==> config.mk <==
export PLATFORM = sky130hd
export DESIGN_NAME = dac_pair_frontend
export DESIGN_NICKNAME = d
export VERILOG_FILES = /design/src/rtl/dac_pair_frontend.sv
export SDC_FILE = /design/constraint.sdc
export NUM_CORES = 1
export LEC_CHECK = 0
export BUFFER_PORTS_ARGS = -buffer_cell sky130_fd_sc_hd__buf_2
export CAP_MARGIN = 20
export CORE_MARGIN = 5
export CORE_UTILIZATION = 35
export DETAILED_ROUTE_END_ITERATION = 12
export PLACE_DENSITY = 0.51
export SKIP_CTS_REPAIR_TIMING = 1
export SYNTH_ARGS = -nofsm -noshare
export SYNTH_HDL_FRONTEND = slang
export SYNTH_SLANG_ARGS = --single-unit
export TNS_END_PERCENT = 100
==> constraint.sdc <==
create_clock -name clk -period 2.15 [get_ports clk]
set_input_delay 0.43 -clock clk [delete_from_list [all_inputs] [get_ports clk]]
set_output_delay 0.43 -clock clk [all_outputs]
set_load 0.03 [all_outputs]
==> src/rtl/dac_pair_frontend.sv <==
module dac_pair_frontend #(
  parameter int W = 16,
  parameter int SYNC = 2,
  parameter int unsigned RESET_CODE = 32'h8000
) (
  input  logic         clk,
  input  logic         rst_n,
  input  logic         cs_n,
  input  logic         rd_wr,
  input  logic         chan_sel,
  input  logic         load_strobe,
  input  logic         clr_strobe,
  input  logic [W-1:0] bus_in,
  output logic [W-1:0] bus_out,
  output logic         bus_oe,
  output logic [W-1:0] code_a,
  output logic [W-1:0] code_b
);
  localparam logic [W-1:0] RST_VAL = W'(RESET_CODE);
  localparam logic [4:0] IDLE = 5'b00001;

  logic [4:0] stg [SYNC];
  logic [4:0] ctl, ctl_d;
  logic cs_s, rw_s, sel_s, ld_rise, clr_rise, cs_rise;
  logic [W-1:0] cap_data;
  logic cap_sel, cap_wr;
  logic [W-1:0] in_reg [2];
  logic [W-1:0] dac_reg [2];

  always_ff @(posedge clk or negedge rst_n)
    if (!rst_n) begin
      for (int i = 0; i < SYNC; i++) stg[i] <= IDLE;
      ctl_d <= IDLE;
    end else begin
      stg[0] <= {clr_strobe, load_strobe, chan_sel, rd_wr, cs_n};
      for (int i = 1; i < SYNC; i++) stg[i] <= stg[i-1];
      ctl_d <= ctl;
    end

  assign ctl      = stg[SYNC-1];
  assign cs_s     = ctl[0];
  assign rw_s     = ctl[1];
  assign sel_s    = ctl[2];
  assign ld_rise  = ctl[3] & ~ctl_d[3];
  assign clr_rise = ctl[4] & ~ctl_d[4];
  assign cs_rise  = ctl[0] & ~ctl_d[0];

  always_ff @(posedge clk or negedge rst_n)
    if (!rst_n) begin
      cap_data <= '0;
      cap_sel  <= 1'b0;
      cap_wr   <= 1'b0;
    end else if (!cs_s) begin
      cap_data <= bus_in;
      cap_sel  <= sel_s;
      cap_wr   <= ~rw_s;
    end

  always_ff @(posedge clk or negedge rst_n)
    if (!rst_n) begin
      for (int c = 0; c < 2; c++) begin
        in_reg[c]  <= RST_VAL;
        dac_reg[c] <= RST_VAL;
      end
    end else if (clr_rise) begin
      for (int c = 0; c < 2; c++) begin
        in_reg[c]  <= RST_VAL;
        dac_reg[c] <= RST_VAL;
      end
    end else begin
      if (cs_rise && cap_wr) in_reg[cap_sel] <= cap_data;
      if (ld_rise && cs_s)
        for (int c = 0; c < 2; c++) dac_reg[c] <= in_reg[c];
    end

  assign bus_oe  = ~cs_s & rw_s;
  assign bus_out = bus_oe ? in_reg[sel_s] : '0;
  assign code_a  = dac_reg[0];
  assign code_b  = dac_reg[1];
endmodule


==> results.md <==
Yosys
* 378 — total nets after synthesis
* sky130_fd_sc_hd__dfrtp_1, sky130_fd_sc_hd__nand3_1, sky130_fd_sc_hd__mux2i_1 — top cells by area in the synthesized netlist
* 0 — Post-synth EDFFs
* 11.18 sq um — syn avg cell area
* sky130_fd_sc_hd__dfrtp_1 — most frequent cell after synthesis
* 21 — number of different library cells in the post-synthesis netlist
* 95 — synthesized flop and latch total
* 0.5550 — share of the synthesized area in the top cell type
* 1.000 — proportion of synthesized flip-flops having asynchronous set or reset
* sky130_fd_sc_hd__dfrtp_1 — leading area contributor after synthesis
* 0.6014 — sequential fraction of the synthesis area
* sky130_fd_sc_hd__dfrtp_1 — commonest register cell after synthesis
* 0 — count of warnings emitted by yosys
* sky130_fd_sc_hd__dfrtp_1, sky130_fd_sc_hd__nand3_1, sky130_fd_sc_hd__nand2_1 — leading post-synthesis cells by instance count
* 355 — Cells after Synth
* 3968 sq um — Syn Std Cell Area

Clock tree
* 3 — maximum level of the CTS H-tree
* built — clock tree from TritonCTS
* sky130_fd_sc_hd__clkbuf_16 — Root Buffer
* 9 — number of buffers created by CTS
* 0.07 ns — clock transition at the registers of the reported paths
* 95 — total number of clock tree sinks
* 0.34 ns — latest clock arrival within the worst-skew pair
* 2 — largest buffer count on any clock path

Floorplan
* 13570 sq um — full die area
* 72 — number of top-level pins
* 0.3612 — Initial Utilization
* 10980 sq um — core area
* 38 — number of placement rows
* 116.5 um — Die H
* 116.5 um — Die X

STA
* 0 ns — total negative setup slack
* 0.6393 — worst slew slack as a fraction of its limit
* no — unrepaired setup endpoints after global routing
* 0 — number of hold violations in the final report
* 0 — number of setup violations in the final report
* 0.5130 GHz — highest attainable clock frequency
* 0.9066 — Final period util
* 1.949 ns — Final min period
* 0.008458 ns — worst setup skew after layout
* 0.5411 ns — transition time of the tightest slew-check pin
* 0 — Final Slew Violations

Detailed routing
* 179 — DR iter-0 viols
* 4.781 — drt via density
* 4 — number of iterations in the first detailed-routing pass
* 15.80 um — Wirelength per Cell
* 0 — number of DRC violations after detailed routing
* 8.944 mm — Total Routed Length
* 2706 — vias
* 0 — number of nets still failing antenna checks after routing

Finish
* 20.37% — area grow syn2layout
* 0 — count of antenna diodes in the layout
* 0.3380 — layout cell share with drive strength beyond 1
* 1067 — number of fill cells
* 32 — number of flip-flops in the largest register
* 444 — fin nets

Power
* 4171 uW — post-route total power
* 0.002294 uW — Leakage Power
* 0.3360 mV — maximum vdd drop
* 873.3 nW/um^2 — power density over cell area

Setup path
* register — kind of start point of the critical path
* sky130_fd_sc_hd__dfrtp_1 — slowest stage cell on the critical path
* ctl[2]$_DFF_PN0_ — timing startpoint of the critical path
* register to primary output — Critical Setup Path Class
* buf_12, mux2i_1, nor2_1, buf_2 — cells traversed along the worst timing path
* 15 — maximum fanout along the worst path
* 1.52 ns — worst path arrival time
* primary output — endpoint type of the worst setup path
* 0.47 ns — R2R Setup Slk
* bus_out[5] — Worst Setup EP
* 0.46 ns — Slowest Stage Delay on Critical Path
* 5 — Register-to-Register Path Depth
* ctl[0]$_DFF_PN1_ — RR Startpoint
* in_reg[24]$_DFFE_PN0P_ — Reg-to-Reg End
* 1.72 ns — required time at the worst-slack endpoint

Status
* complete, no violations — outcome

Hold path
* primary input to asynchronous set/reset pin — worst min-delay path category

Placed design
* 0.7310 — Final GP Congestion
* 6.209 mm — DPL Wire Length
* 71 — Port-buffer cells

Global route
* 14.66 mm — wire length of the first global-routing pass
* 0 — remaining global-route overflow
* 0.1429 — global-route total usage across every layer
* 44 — pin count of the biggest net entering global routing
* 2678 — vias in the first global route
* 0 — antenna violations before repair

Flow run
* 0 — number of maximum-capacitance constraint violations

[metal layers]
layer	GRT usage	up-vias	wire length, um
met4	0.04176	0	76
met2	0.1892	65	3827
li1	-	1358	-
met1	0.2257	1276	4563
met5	0	-	0
met3	0.03886	7	475
[worst max-delay path: cells and delay by family, from the launching register on]
kind                   cells  cell delay, ns
AND/OR/NAND/NOR            1            0.06
buffers and inverters      2            0.39
multiplexers               1            0.27
flip-flops                 1            0.46
[layout by cell type, fill, tap and decap left out, types with 14 or more instances in the layout]
cell type                 count
sky130_fd_sc_hd__o21ai_1     14
sky130_fd_sc_hd__o21ai_0     30
sky130_fd_sc_hd__dfrtp_1     88
sky130_fd_sc_hd__nand2_1     49
sky130_fd_sc_hd__mux2_2      17
sky130_fd_sc_hd__o21ai_2     16
sky130_fd_sc_hd__nand3_1     60
sky130_fd_sc_hd__nor2_1      16
sky130_fd_sc_hd__mux2i_1     20
sky130_fd_sc_hd__buf_2       70
[final cells by class]
type	count	area, sq um	share of cell area
Clock inverter	6	92.59	0.01939
Timing Repair Buffer	85	513.0	0.1074
Multi-Input combinational cell	228	1363	0.2853
Sequential cell	95	2386	0.4996
Inverter	2	7.507	0.001572
Clock buffer	10	239.0	0.05004
Tap cell	140	175.2	0.03668
[cell families (layout without fill, tap and decap cells)]
| family | Yosys count | in the layout | share of synthesized area |
|---|---|---|---|
| muxes | 37 | 37 | 0.09871 |
| and+or+nand+nor | 130 | 130 | 0.1507 |
| DFF | 95 | 95 | 0.6014 |
| AOI/OAI and AO/OA | 61 | 61 | 0.09208 |
| buffers and inverters | 32 | 103 | 0.05708 |
[stage by stage]
| step | utilization | std cells | hold WS (ns) | instance area, sq um | setup WS [ns] |
|---|---|---|---|---|---|
| 2_1_floorplan | - | 355 | 0.1344 | 3968 | 0.4907 |
| 3_3_place_gp | 0.4040 | 549 | 0.3333 | 4437 | 0.4087 |
| 3_5_place_dp | 0.4040 | 549 | 0.3372 | 4437 | 0.3889 |
| 4_1_cts | 0.4342 | 565 | 0.08722 | 4768 | 0.01172 |
| 5_1_grt | 0.4348 | 566 | 0.1146 | 4776 | 0.1009 |
| 6_report | 0.4348 | 566 | 0.07362 | 4776 | 0.2008 |
[report_power, final]
part,internal [uW],switching (uW)
Sequential,1910,86.0
Combinational,158,279
Clock,1060,678
Total,3130,1040
[worst min-delay path by stage]
| stage | cells past startpoint | end | slack (ns) | startpoint |
|---|---|---|---|---|
| 2_1_floorplan | 0 | cap_data[0]$_DFFE_PN0N_ | 0.13 | rst_n |
| 5_1_grt | 1 | stg[9]$_DFF_PN0_ | 0.11 | rst_n |
| 3_3_place_gp | 0 | ctl[2]$_DFF_PN0_ | 0.33 | stg[7]$_DFF_PN0_ |
| 3_5_place_dp | 0 | ctl[1]$_DFF_PN0_ | 0.34 | stg[6]$_DFF_PN0_ |
| 6_report | 1 | ctl_d[4]$_DFF_PN0_ | 0.07 | rst_n |
| 4_1_cts | 1 | ctl_d[4]$_DFF_PN0_ | 0.09 | rst_n |
Note: power is estimated with default switching activity, not from simulation.
